<file path="config.mk">
export PLATFORM = sky130hd
export DESIGN_NAME = dr_stage
export DESIGN_NICKNAME = d
export VERILOG_FILES = /design/src/rtl/dr_pkg.sv /design/src/rtl/dr_rail_decode.sv /design/src/rtl/dr_stage_ctrl.sv /design/src/rtl/dr_rail_reg.sv /design/src/rtl/dr_stage.sv
export SDC_FILE = /design/constraint.sdc
export NUM_CORES = 1
export LEC_CHECK = 0
export BUFFER_PORTS_ARGS = -buffer_cell sky130_fd_sc_hd__buf_4
export CELL_PAD_IN_SITES_DETAIL_PLACEMENT = 1
export CELL_PAD_IN_SITES_GLOBAL_PLACEMENT = 1
export CORE_AREA = 2 2 39 41
export CTS_BUF_LIST = sky130_fd_sc_hd__clkbuf_4 sky130_fd_sc_hd__clkbuf_8 sky130_fd_sc_hd__clkbuf_16
export DETAILED_ROUTE_END_ITERATION = 16
export DIE_AREA = 0 0 41 43
export PLACE_DENSITY = 0.36
export SLEW_MARGIN = 40
export SYNTH_ARGS = -nofsm -noshare
export SYNTH_HDL_FRONTEND = slang
export SYNTH_SLANG_ARGS = --single-unit
</file>
<file path="constraint.sdc">
create_clock -name clk -period 0.9 [get_ports clk]
set_input_delay 0.045 -clock clk [delete_from_list [all_inputs] [get_ports clk]]
set_output_delay 0.045 -clock clk [all_outputs]
set_load 0.01 [all_outputs]
</file>
<file path="src/rtl/dr_pkg.sv">
package dr_pkg;

    typedef struct packed {
        logic one;
        logic zero;
    } rail_t;

    typedef enum logic [1:0] {
        RC_EMPTY = 2'b00,
        RC_ZERO  = 2'b01,
        RC_ONE   = 2'b10,
        RC_CLASH = 2'b11
    } rail_code_e;

    localparam rail_t RAIL_EMPTY = '{one: 1'b0, zero: 1'b0};

    function automatic rail_t rail_encode(input logic b);
        rail_t r;
        r.one  = b;
        r.zero = ~b;
        return r;
    endfunction

    function automatic rail_code_e rail_classify(input rail_t r);
        return rail_code_e'({r.one, r.zero});
    endfunction

endpackage

</file>
<file path="src/rtl/dr_rail_decode.sv">
module dr_rail_decode
    import dr_pkg::*;
(
    input  rail_t rails_i,
    output logic  valid_o,
    output logic  empty_o,
    output logic  clash_o,
    output logic  bit_o
);
    rail_code_e code;

    always_comb begin
        code    = rail_classify(rails_i);
        valid_o = (code == RC_ZERO) || (code == RC_ONE);
        empty_o = (code == RC_EMPTY);
        clash_o = (code == RC_CLASH);
        bit_o   = (code == RC_ONE);
    end
endmodule

</file>
<file path="src/rtl/dr_stage_ctrl.sv">
module dr_stage_ctrl (
    input  logic in_valid_i,
    input  logic in_empty_i,
    input  logic out_full_i,
    input  logic rt_en_i,
    output logic fire_o,
    output logic clear_o
);
    always_comb begin
        fire_o  = ~out_full_i & in_valid_i & rt_en_i;
        clear_o =  out_full_i & in_empty_i & ~rt_en_i;
    end
endmodule

</file>
<file path="src/rtl/dr_rail_reg.sv">
module dr_rail_reg
    import dr_pkg::*;
#(
    parameter bit INIT_TOKEN = 1'b0,
    parameter bit INIT_VALUE = 1'b0
) (
    input  logic  clk,
    input  logic  rst,
    input  logic  fire_i,
    input  logic  clear_i,
    input  logic  bit_i,
    output rail_t rails_o
);
    localparam rail_t RESET_RAILS = INIT_TOKEN ? rail_encode(INIT_VALUE) : RAIL_EMPTY;

    always_ff @(posedge clk) begin
        if (rst) begin
            rails_o <= RESET_RAILS;
        end else if (fire_i) begin
            rails_o <= rail_encode(bit_i);
        end else if (clear_i) begin
            rails_o <= RAIL_EMPTY;
        end
    end
endmodule

</file>
<file path="src/rtl/dr_stage.sv">
module dr_stage
    import dr_pkg::*;
#(
    parameter bit INIT_TOKEN = 1'b0,
    parameter bit INIT_VALUE = 1'b0
) (
    input  logic       clk,
    input  logic       rst,
    input  logic [1:0] lt_rails_i,
    output logic       lt_en_o,
    output logic [1:0] rt_rails_o,
    input  logic       rt_en_i,
    output logic       rail_err_o
);
    rail_t in_rails;
    rail_t out_rails;
    logic  in_valid, in_empty, in_clash, in_bit;
    logic  out_full, fire, clear;

    assign in_rails = rail_t'(lt_rails_i);

    dr_rail_decode u_dec (
        .rails_i (in_rails),
        .valid_o (in_valid),
        .empty_o (in_empty),
        .clash_o (in_clash),
        .bit_o   (in_bit)
    );

    dr_stage_ctrl u_ctrl (
        .in_valid_i (in_valid),
        .in_empty_i (in_empty),
        .out_full_i (out_full),
        .rt_en_i    (rt_en_i),
        .fire_o     (fire),
        .clear_o    (clear)
    );

    dr_rail_reg #(
        .INIT_TOKEN (INIT_TOKEN),
        .INIT_VALUE (INIT_VALUE)
    ) u_reg (
        .clk     (clk),
        .rst     (rst),
        .fire_i  (fire),
        .clear_i (clear),
        .bit_i   (in_bit),
        .rails_o (out_rails)
    );

    assign out_full   = (rail_classify(out_rails) != RC_EMPTY);
    assign lt_en_o    = ~out_full;
    assign rt_rails_o = out_rails;
    assign rail_err_o = in_clash;
endmodule

</file>
# Word-level counts from Yosys, hierarchy flattened
# Cells that the tools add are included.
classes:
  n_eq_ne: 3
  muxes: 2
  bitwise: 7
  reduce_logical: 4
ops:
  columns: ["cell", "count"]
  rows:
  - ["$and 1x1->1", 4]
  - ["$eq 2x2->1 const B", 2]
  - ["$mux 2", 2]
  - ["$reduce_bool 2->1", 2]
  - ["$not 1->1", 3]
  - ["$eq 2x1->1 const B", 1]
  - ["$logic_not 2->1", 1]
  - ["$logic_or 1x1->1", 1]
totals:
  reg_bits: 2
  input_bits: 5
  output_inout_bits: 4
  word_cells: 18

# Longest topological paths before layout
logic_depth:
  ltp_word: 5
  depth_mapped: 4
  ltp_nobuf: 4

# Cells and area by module
# A second synthesis with hierarchy kept.
unflattened:
  hier_cells: 17
  area_unflattened_um2: 151.4
modules_own_cells:
  columns: ["module", "instances", "cells_each", "area_each_um2", "seq_area_each_um2"]
  rows:
  - ["dr_rail_reg", 1, 8, 78.8, 40.0]
  - ["dr_rail_decode", 1, 5, 45.0, 0.0]
  - ["dr_stage_ctrl", 1, 2, 17.5, 0.0]
  - ["dr_stage", 1, 2, 10.0, 0.0]

# Least setup slack after synthesis
# OpenSTA, ideal clock, no wires.
synth_path:
  path_kind: "reg-to-reg"
  start: "register u_reg.rails_o[0] (netlist name)"
  end: "register u_reg.rails_o[0] (netlist name)"
  setup_time_ns: 0.059
  arrival_ns: 0.830
  t_required_ns: 0.841
  path_slack_ns: 0.011
  stages_incl_launch_ff: 3
  n_path_buf: 0
  period_less_slack_ns: 0.889
  path_cell_list: "dfxtp_1 nor4b_2 a32o_2"
synth_via:
  elab_chain_cells: 5
  word_cells_on_any_way: 8
  classes_between: "1 x mux; 5 x bitwise; 2 x reduce/logical"
synth_rtl:
  columns: ["element", "line_no", "rtl"]
  rows:
  - ["start: declaration", "dr_rail_reg.sv:12", "output rail_t rails_o"]
  - ["start signal: assignment", "dr_rail_reg.sv:20", "rails_o <= rail_encode(bit_i);"]
  - ["$reduce_bool 2->1 (*)", "dr_stage.sv:51", "assign out_full = (rail_classify(out_rails) != RC_EMPTY);"]
  - ["$not 1->1", "dr_stage_ctrl.sv:10", "fire_o = ~out_full_i & in_valid_i & rt_en_i;"]
  - ["$and 1x1->1 (2 in series)", "dr_stage_ctrl.sv:10", null]
  - ["$mux 2 / $reduce_bool 2->1 (equally long branches)", null, null]
# Mark *: on every way between the ends. The rest lies on a longest branch, timed or not.
# A chain may end at the register's enable or synchronous reset.

# Worst setup path after layout
layout_path:
  start: "register u_reg.rails_o[1] (netlist name)"
  end: "output lt_en_o"
layout_via:
  elab_chain_cells: 2
layout_rtl:
  columns: ["element", "line_no", "rtl"]
  rows:
  - ["$reduce_bool 2->1", "dr_stage.sv:51", null]
  - ["$not 1->1", "dr_stage.sv:52", "assign lt_en_o = ~out_full;"]
  - ["end: declaration", "dr_stage.sv:10", "output logic lt_en_o,"]
# Every way passes these cells.

==> run metrics <==
routed vias=168; warnings from Yosys=0; endpoint of the worst hold path=u_reg.rails_o[0]; floorplan die area=1760 sq um; maximum fanout along the worst path=3; met1 Resource Use GR=0.0605; distinct cell type count after synthesis=7; initial cell density of the core=0.100; total power=0.415 mW; worst rel slew slack=0.851; Leak Pwr=0.161 nW; gate count of the mapped netlist=14; failing checks=negative setup slack; CTS Buffer Depth=2; first-pass iteration count of the detailed router=1; gpl congestion=0.534; capture instance of the worst register-to-register path=u_reg.rails_o[0]; post-synthesis area per instance=9.92 sq um; met3 Use GR=0.0366; Port Buffer Count=8; Fmax achieved=1090 MHz; leading cell types in the layout, fill and taps excluded=sky130_fd_sc_hd__buf_4, sky130_fd_sc_hd__inv_1, sky130_fd_sc_hd__ha_1, sky130_fd_sc_hd__clkbuf_4, sky130_fd_sc_hd__buf_6; outcome=finished with violations; power density normalized to cell area=1410 nW/um^2; H-tree level count=1; worst-case register-to-register setup slack=40 ps; number of placed I/O pins=9; hold buffers post-CTS=0; worst hold path type=in -> reg; post-DR wirelength/cell=10.5 um; RSZ-0062 raised after global routing=true; routing layer with the top usage in global route=met2; final worst path period share=1.02; overflow left after global routing=0; total wire length after detailed routing=463 um; endpoint kind of the worst setup timing path=primary output; pin count of the biggest net entering global routing=4; antenna violations before repair=0; number of flip-flops under the largest register name=2; transition time of the tightest slew-check pin=223 ps; die extent in y=43 um; Inserted Clock Buffers=3; Synthesized Nets=22; number of nets in the layout=38; DRC violations left=0; number of global-route vias before repair=209; Synth Cell Area=139 sq um; maximum ir drop on the vdd rail=0.487 mV; fraction of the yosys area taken by sequential cells=0.288; arrival time of the worst setup path=870 ps; number of cells on the worst reg-to-reg path=2; area inside the core boundary=1380 sq um; # Max-Cap Violations=0; Critical Path RT=850 ps; post-detail-place hpwl=320 um; Fin Clk Skew=0.168 ps; Die Width=41 um; registers with the most flip-flops=u_reg.rails_o (2); signed area change from the synthesized netlist to the final layout=112%; register name with the most flops=u_reg.rails_o; setup-violating endpoint count in the final report=1; count of state elements after synthesis=2; CTS tree=built; all-layer global routing usage=0.0751; Worst setup SP type=flop; hold path cells=2; number of sinks driven by the clock tree=2; wire length of the first global-routing pass=807 um; fraction of final layout cells sized beyond drive strength 1=0.714; pre-CTS worst setup slack=-106 ps; most common cell after layout, fill and taps aside=sky130_fd_sc_hd__buf_4; worst r2r src=u_reg.rails_o[1]; final worst-path setup slack=-17.5 ps; register clock-pin slew on the reported worst setup and hold paths=30 ps; Crit Path Category=reg -> out; Clk Latency, worst-skew pair=230 ps; shortest period the worst path allows=918 ps; Iteration-0 DRC Markers=0; hold violation count in the final report=0; remaining antenna violation count=0; Placement Rows=14; beginning of the critical path=u_reg.rails_o[1]; diodes inserted=0; post-DR vias/cell=3.82; CTS root buf=sky130_fd_sc_hd__clkbuf_4; max-slew violations=0; startpoint of the worst hold path=rt_en_i; met2 Resource Use GR=0.116
==> area by class of cell <==
| type | instances | area, sq um |
|---|---|---|
| Timing Repair Buffer | 11 | 93.8 |
| Multi-Input combinational cell | 8 | 100 |
| Tap cell | 16 | 20.0 |
| Inverter | 4 | 15.0 |
| Fill cell | 167 | 1090 |
| Clock buffer | 3 | 22.5 |
| Sequential cell | 2 | 42.5 |
==> report_power, final <==
part	leakage (nW)	switching (mW)	internal [mW]
clock network	0.0138	0.0536	0.147
registers	0.0172	0.00795	0.0967
logic	0.130	0.0427	0.0673
==> per-layer routing <==
metal | wire, um | vias to the layer above
met2 | 218 | 11
met4 | 17 | 0
met3 | 60 | 2
met5 | 0 | -
met1 | 167 | 78
li1 | - | 77
==> critical path, stage by stage (launching register included) <==
cell,delay (ps)
sky130_fd_sc_hd__dfxtp_2,330
sky130_fd_sc_hd__buf_6,120
sky130_fd_sc_hd__nor2_4,90
sky130_fd_sc_hd__buf_6,100
==> how the worst max path moves through the flow <==
stage / to / slack (ps) / cells after the start
floorplan: u_reg.rails_o[0] / 10 / 2
global route: lt_en_o / -40 / 3
finish: lt_en_o / -20 / 3
detailed placement: u_reg.rails_o[1] / -110 / 5
CTS: lt_en_o / -20 / 3
global placement: u_reg.rails_o[1] / -80 / 5
==> what timing repair did <==
item,4_1_cts,5_1_grt
setup endpoints to repair,2,3
cloned,0,0
pin swaps,1,2
setup buffers,0,0
gates resized for setup,7,1
==> through the flow <==
| step | instance area (sq um) | std cells | hold WS, ps | setup TNS (ps) | util |
|---|---|---|---|---|---|
| after detailed placement | 241 | 41 | 315 | -207 | 0.175 |
| after floorplan | 139 | 14 | 204 | 0 | - |
| after global routing | 294 | 44 | 92.1 | -56.6 | 0.212 |
| after global placement | 241 | 41 | 308 | -160 | 0.175 |
| after CTS | 285 | 44 | 70.7 | -38.9 | 0.206 |
| final | 294 | 44 | 90.4 | -17.5 | 0.212 |
==> kinds of logic (layout without fill, tap and decap cells) <==
kind of cell / count (synthesis) / after routing / synth area share
adders and majority gates: 3 / 3 / 0.270
buffers and inverters: 4 / 18 / 0.108
DFF: 2 / 2 / 0.288
and+or+nand+nor: 2 / 2 / 0.135
AOI/OAI and AO/OA: 3 / 3 / 0.198
==> Yosys cell counts <==
master                    instances  area, sq um
sky130_fd_sc_hd__inv_1            4         15.0
sky130_fd_sc_hd__nor2_1           1         3.75
sky130_fd_sc_hd__a32o_2           2         22.5
sky130_fd_sc_hd__nor4b_2          1         15.0
sky130_fd_sc_hd__a21oi_1          1         5.00
sky130_fd_sc_hd__dfxtp_1          2         40.0
sky130_fd_sc_hd__ha_1             3         37.5
(Power assumes the default switching activity.)
